===== config.mk =====
export PLATFORM = sky130hd
export DESIGN_NAME = txflow_ctrl
export DESIGN_NICKNAME = d
export VERILOG_FILES = /design/src/rtl/txflow_pkg.sv /design/src/rtl/txflow_inreg.sv /design/src/rtl/txflow_lfsr.sv /design/src/rtl/txflow_arb.sv /design/src/rtl/txflow_ctrl.sv
export SDC_FILE = /design/constraint.sdc
export NUM_CORES = 1
export LEC_CHECK = 0
export BUFFER_PORTS_ARGS = -buffer_cell sky130_fd_sc_hd__clkbuf_2
export CORE_MARGIN = 4
export CORE_UTILIZATION = 40
export DETAILED_ROUTE_END_ITERATION = 16
export PLACE_DENSITY = 0.71
export SYNTH_ARGS = -nofsm -noshare
export SYNTH_HDL_FRONTEND = slang
export SYNTH_SLANG_ARGS = --single-unit

===== constraint.sdc =====
create_clock -name clk -period 1.88 [get_ports clk]
set_input_delay 0.188 -clock clk [delete_from_list [all_inputs] [get_ports clk]]
set_output_delay 0.188 -clock clk [all_outputs]
set_load 0.02 [all_outputs]

===== src/rtl/txflow_pkg.sv =====
package txflow_pkg;
   typedef enum logic [1:0] {
      SRC_FILL1 = 2'd0,
      SRC_FILL2 = 2'd1,
      SRC_DATA  = 2'd2,
      SRC_BIST  = 2'd3
   } src_e;

   typedef struct packed {
      logic c10;
      logic inj;
   } pair_ctx_t;
endpackage


===== src/rtl/txflow_inreg.sv =====
module txflow_inreg #(
   parameter int W = 10
) (
   input  logic         clk,
   input  logic         rst_n,
   input  logic         enable,
   input  logic         wr_en,
   input  logic         full,
   input  logic [W-1:0] din,
   input  logic         consume,
   output logic         vld,
   output logic [W-1:0] dat
);
   logic load;
   logic busy;

   assign busy = vld & ~consume;
   assign load = enable & wr_en & ~full & ~busy;

   always_ff @(posedge clk or negedge rst_n) begin
      if (!rst_n) begin
         vld <= 1'b0;
         dat <= '0;
      end else if (!enable) begin
         vld <= 1'b0;
      end else begin
         vld <= load | busy;
         if (load) dat <= din;
      end
   end

   assert_hold_R4: assert property (@(posedge clk) disable iff (!rst_n)
      (enable && vld && !consume) |=> (vld && $stable(dat)));
endmodule


===== src/rtl/txflow_lfsr.sv =====
module txflow_lfsr #(
   parameter int              W      = 10,
   parameter int              LW     = 16,
   parameter logic [LW-1:0]   TAPS   = 16'hB400,
   parameter logic [LW-1:0]   SEED   = 16'hACE1
) (
   input  logic         clk,
   input  logic         rst_n,
   input  logic         run,
   input  logic         step,
   output logic [W-1:0] pat
);
   logic [LW-1:0] st;
   logic          fb;

   assign fb  = ^(st & TAPS);
   assign pat = st[W-1:0];

   always_ff @(posedge clk or negedge rst_n) begin
      if (!rst_n)      st <= SEED;
      else if (!run)   st <= SEED;
      else if (step)   st <= {st[LW-2:0], fb};
   end

   assert_seed_idle_R8: assert property (@(posedge clk) disable iff (!rst_n)
      !run |=> (st == SEED));
endmodule


===== src/rtl/txflow_arb.sv =====
module txflow_arb
   import txflow_pkg::*;
#(
   parameter int          W       = 10,
   parameter bit          BIST_ON = 1'b1,
   parameter logic [W-1:0] FILL_J = 10'h3C1,
   parameter logic [W-1:0] FILL_K = 10'h2E4,
   parameter logic [W-1:0] FILL_L = 10'h0F8,
   parameter logic [W-1:0] FILL_M = 10'h1B6
) (
   input  logic         clk,
   input  logic         rst_n,
   input  logic         fifo_mode,
   input  logic         enc_bypass,
   input  logic         char10,
   input  logic         fifo_empty,
   input  logic         halt,
   input  logic         bist_en,
   input  logic         in_vld,
   output src_e         src,
   output logic [W-1:0] fill_code,
   output logic         fill_inj,
   output logic         rd_sel,
   output logic         consume,
   output logic         step
);
   logic      pend;
   pair_ctx_t ctx;

   always_comb begin
      if (pend)                          src = SRC_FILL2;
      else if (BIST_ON && bist_en)       src = SRC_BIST;
      else if (fifo_mode)                src = (!fifo_empty && !halt) ? SRC_DATA : SRC_FILL1;
      else                               src = in_vld ? SRC_DATA : SRC_FILL1;
   end

   always_comb begin
      fill_code = '0;
      fill_inj  = 1'b0;
      case (src)
         SRC_FILL1: begin
            fill_code = char10 ? FILL_J : FILL_L;
            fill_inj  = enc_bypass;
         end
         SRC_FILL2: begin
            fill_code = ctx.c10 ? FILL_K : FILL_M;
            fill_inj  = ctx.inj;
         end
         default: ;
      endcase
   end

   assign rd_sel  = (src == SRC_DATA) &  fifo_mode;
   assign consume = (src == SRC_DATA) & ~fifo_mode;
   assign step    = (src == SRC_BIST);

   always_ff @(posedge clk or negedge rst_n) begin
      if (!rst_n) begin
         pend <= 1'b0;
         ctx  <= '0;
      end else begin
         pend <= (src == SRC_FILL1);
         if (src == SRC_FILL1) begin
            ctx.c10 <= char10;
            ctx.inj <= enc_bypass;
         end
      end
   end

   assert_halt_R5: assert property (@(posedge clk) disable iff (!rst_n)
      (fifo_mode && halt) |-> !rd_sel);
   assert_bist_noread_R8: assert property (@(posedge clk) disable iff (!rst_n)
      (BIST_ON && bist_en) |-> !rd_sel);
   assert_pair_follows_R3: assert property (@(posedge clk) disable iff (!rst_n)
      (src == SRC_FILL1) |=> (src == SRC_FILL2));
endmodule


===== src/rtl/txflow_ctrl.sv =====
module txflow_ctrl
   import txflow_pkg::*;
#(
   parameter int             W       = 10,
   parameter bit             BIST_ON = 1'b1,
   parameter int             LFSR_W  = 16,
   parameter logic [15:0]    TAPS    = 16'hB400,
   parameter logic [15:0]    SEED    = 16'hACE1,
   parameter logic [W-1:0]   FILL_J  = 10'h3C1,
   parameter logic [W-1:0]   FILL_K  = 10'h2E4,
   parameter logic [W-1:0]   FILL_L  = 10'h0F8,
   parameter logic [W-1:0]   FILL_M  = 10'h1B6
) (
   input  logic         clk,
   input  logic         rst_n,
   input  logic         fifo_mode,
   input  logic         enc_bypass,
   input  logic         char10,
   input  logic         host_wr_en,
   input  logic         host_full,
   input  logic [W-1:0] host_data,
   input  logic         fifo_empty,
   input  logic [W-1:0] fifo_rdata,
   output logic         fifo_rd,
   input  logic         halt,
   input  logic         bist_en,
   output logic [W-1:0] out_char,
   output logic         out_is_cmd,
   output logic         out_inject
);
   if (W > LFSR_W) begin : g_bad_width
      $error("txflow_ctrl: W must not exceed LFSR_W");
   end
   if (FILL_J == FILL_K || FILL_L == FILL_M || FILL_J == FILL_M || FILL_L == FILL_K) begin : g_bad_fill
      $error("txflow_ctrl: fill codes must be distinct");
   end

   src_e         src;
   logic [W-1:0] fill_code;
   logic         fill_inj;
   logic         rd_sel;
   logic         consume;
   logic         step;
   logic         in_vld;
   logic [W-1:0] in_dat;
   logic [W-1:0] pat;
   logic [W-1:0] nxt_char;

   txflow_inreg #(.W(W)) u_inreg (
      .clk(clk), .rst_n(rst_n), .enable(~fifo_mode),
      .wr_en(host_wr_en), .full(host_full), .din(host_data),
      .consume(consume), .vld(in_vld), .dat(in_dat)
   );

   txflow_arb #(
      .W(W), .BIST_ON(BIST_ON),
      .FILL_J(FILL_J), .FILL_K(FILL_K), .FILL_L(FILL_L), .FILL_M(FILL_M)
   ) u_arb (
      .clk(clk), .rst_n(rst_n), .fifo_mode(fifo_mode), .enc_bypass(enc_bypass),
      .char10(char10), .fifo_empty(fifo_empty), .halt(halt), .bist_en(bist_en),
      .in_vld(in_vld), .src(src), .fill_code(fill_code), .fill_inj(fill_inj),
      .rd_sel(rd_sel), .consume(consume), .step(step)
   );

   if (BIST_ON) begin : g_bist
      txflow_lfsr #(
         .W(W), .LW(LFSR_W), .TAPS(TAPS[LFSR_W-1:0]), .SEED(SEED[LFSR_W-1:0])
      ) u_lfsr (
         .clk(clk), .rst_n(rst_n), .run(bist_en), .step(step), .pat(pat)
      );
   end else begin : g_nobist
      assign pat = '0;
   end

   always_comb begin
      case (src)
         SRC_DATA: nxt_char = fifo_mode ? fifo_rdata : in_dat;
         SRC_BIST: nxt_char = pat;
         default:  nxt_char = fill_code;
      endcase
   end

   assign fifo_rd = rd_sel & rst_n;

   always_ff @(posedge clk or negedge rst_n) begin
      if (!rst_n) begin
         out_char   <= '0;
         out_is_cmd <= 1'b0;
         out_inject <= 1'b0;
      end else begin
         out_char   <= nxt_char;
         out_is_cmd <= (src == SRC_FILL1) || (src == SRC_FILL2);
         out_inject <= fill_inj;
      end
   end

   assert_read_data_R6: assert property (@(posedge clk) disable iff (!rst_n)
      fifo_rd |=> !out_is_cmd);
   assert_read_char_R6: assert property (@(posedge clk) disable iff (!rst_n)
      fifo_rd |=> (out_char == $past(fifo_rdata)));
   assert_inject_cmd_R7: assert property (@(posedge clk) disable iff (!rst_n)
      out_inject |-> out_is_cmd);
   assert_pair_jk_R3: assert property (@(posedge clk) disable iff (!rst_n)
      (out_is_cmd && out_char == FILL_J) |=> (out_is_cmd && out_char == FILL_K));
   assert_pair_lm_R3: assert property (@(posedge clk) disable iff (!rst_n)
      (out_is_cmd && out_char == FILL_L) |=> (out_is_cmd && out_char == FILL_M));
   assert_reset_R1: assert property (@(posedge clk)
      !rst_n |-> (!fifo_rd && !out_is_cmd && !out_inject && out_char == '0));
endmodule


==> results.json <==
{
  "synthFlopType": "dfrtp_1",
  "worst_hold_slack_ns": 0.1219,
  "postSynthCellCount": 153,
  "antenna_cells": 0,
  "synth-async-reset-ratio_pct": 100.0,
  "worst_pin_slew_ns": 0.6051,
  "dr.pass1.iters": 4,
  "vias": 1383,
  "post_cts_resized": 0,
  "synth_top_area_share_pct": 44.16,
  "syn-cell-area_um2": 1927,
  "grt_max_degree": 43,
  "seq_area_um2": 1061,
  "die_h_um": 77.41,
  "hpwl_mm": 3.021,
  "avgSynthCellArea_um2": 12.59,
  "synth.most_common_cell": "dfrtp_1",
  "hold_end": "u_inreg.dat[6]",
  "clock_path_buffers": 2,
  "fin_crit_sh_pct": 90.62,
  "wire_per_inst_um": 16.22,
  "cts.sinks": 42,
  "gp_congestion": 0.8174,
  "yosysWarnings": 0,
  "num_rows": 24,
  "ir_worst_vdd_v": 0.0005476,
  "initial_utilization_pct": 42.78,
  "maxCapViolations": 0,
  "fillers": 415,
  "min_path_type": "in -> reg",
  "vias_per_cell": 5.424,
  "period_needed_ns": 1.704,
  "power_per_cell_area_nw_per_um2": 965.9,
  "grt_pass1_wl_mm": 6.975,
  "ff2ff_path_depth": 4,
  "clk_latency_ns": 0.29,
  "arrival_ns": 1.52,
  "r2r-end": "u_inreg.dat[0]",
  "coreArea_um2": 4504,
  "fin_util_pct": 51.75,
  "ys_top_cells_by_count": "34 x dfrtp_1, 15 x mux2i_1, 12 x nand2_1",
  "min_delay_path_depth": 2,
  "htree_levels": 2,
  "port_buffers": 42,
  "status": "finished, final reports clean",
  "dieArea_um2": 5992,
  "syn-num-nets": 183,
  "hold_violations": 0,
  "antenna_left": 0,
  "r2r_start": "u_arb.pend",
  "grt_usage_pct": 14.90,
  "slew_headroom_pct": 59.62,
  "dp_worst_setup_slack_ns": 0.2872,
  "cp-start-kind": "register",
  "tns_ns": 0,
  "die_w_um": 77.41,
  "skew_ns": 0.004828,
  "ys_seq_area_share_pct": 55.06,
  "cts_setup_buffers": 0,
  "synth-seq-cells": 42,
  "critPathMaxFanout": 10,
  "antenna_found_initial": 0,
  "overflow": 0,
  "netlist-cell-type-count": 46,
  "fmax_mhz": 587.0,
  "multiInputGateArea_um2": 799.5,
  "wirelength_mm": 4.135,
  "root_buffer": "clkbuf_8",
  "crit_type": "reg -> out",
  "synth.largest_area_cell": "dfrtp_1",
  "final_nets": 232,
  "route.detailed.drc": 0,
  "grt_pass1_vias": 1455,
  "placed_area_um2": 2215,
  "synth_edf_count": 0,
  "cts_buffers": 5,
  "setup_viol": 0,
  "final_area_um2": 2331,
  "hp-start": "host_data[6]",
  "finalMaxSlewViolations": 0,
  "layout_setup_ws_ns": 0.1764,
  "io_pins": 43,
  "area_growth_pct": 20.97,
  "drive_gt1_share_pct": 38.92,
  "drt-initial-drc-count": 93,
  "rrSetupSlack_ns": 0.31,
  "leakage_uw": 0.001112,
  "ys_top_cells_by_area": "dfrtp_1 44%, dfstp_2 11%, mux2_4 7.8%",
  "cts_tree": "done",
  "cts.clk_slew.worst_paths_ns": 0.07,
  "critPathCaptureType": "primary output",
  "required_ns": 1.69,
  "rsz0062_at_grt": "false"
}
-- layout by cell type (no fill, tap or decap), types with 2 or more instances in the layout --
cell type	n
dfrtp_1	34
and3_1	2
nand3_1	7
nand2_1	12
o211ai_1	2
mux2_4	10
a22o_1	3
clkbuf_8	5
dfstp_2	8
nor2b_1	3
mux2i_1	15
xnor2_1	3
clkbuf_2	42
nor2_1	10
buf_4	9
a221oi_1	4
clkbuf_1	2
inv_1	3
-- power breakdown --
group	switching (uW)	internal [uW]	total, uW
Combinational	220	220	440
Clock	297	397	695
Sequential	76.7	1040	1120
-- metrics by stage --
step	power, uW	std cells
floorplan	1414	153
global placement	1564	246
detailed placement	1575	246
CTS	2278	255
global route	2364	255
finish	2252	255
-- repair_timing --
item / 4_1_cts / 5_1_grt
endpoints found under the setup margin: 0 / 0
hold endpoints to repair: 30 / 0
hold buffers: 1 / 0
-- worst max-delay path by stage --
stage / from / endpoint
floorplan: u_arb.pend / u_inreg.dat[0]
global placement: fifo_mode / out_char[5]
detailed placement: fifo_mode / out_char[5]
CTS: u_arb.pend / fifo_rd
global route: u_arb.pend / fifo_rd
finish: u_arb.pend / fifo_rd
-- cell families after synthesis --
logic type,count (synthesis),synth area share (%)
compound gates,24,10.26
simple gates,45,13.70
xor+xnor,3,1.364
buf+inv,13,3.441
flops,42,55.07
mux,26,16.17
-- critical path: stages, from the launching register on --
cell and delay (ns):
dfrtp_1 0.41, buf_4 0.18, nor2_1 0.13, buf_4 0.18, and3_1 0.16, clkbuf_2 0.16
-- registers in the layout (all words and copies together), names as in the netlist --
register and cells:
u_inreg.vld 1, u_arb.ctx 2, out_char 10, out_is_cmd 1, u_inreg.dat 10, out_inject 1, u_arb.pend 1, g_bist.u_lfsr.st 16
-- per-layer routing --
layer	part of all wire, %	GRT usage (%)	routed length, um
met3	6.1	4.051	251
met4	2.1	6.940	86
met2	46	22.11	1895
met5	0	0	0
met1	46	20.34	1901
-- final cells by class --
class | count | area share (%)
Tap cell | 52 | 2.791
Clock buffer | 7 | 3.274
Multi-Input combinational cell | 98 | 34.30
Inverter | 3 | 0.4831
Timing Repair Buffer | 52 | 12.35
Clock inverter | 1 | 1.288
Sequential cell | 42 | 45.52
(Power assumes the default switching activity.)
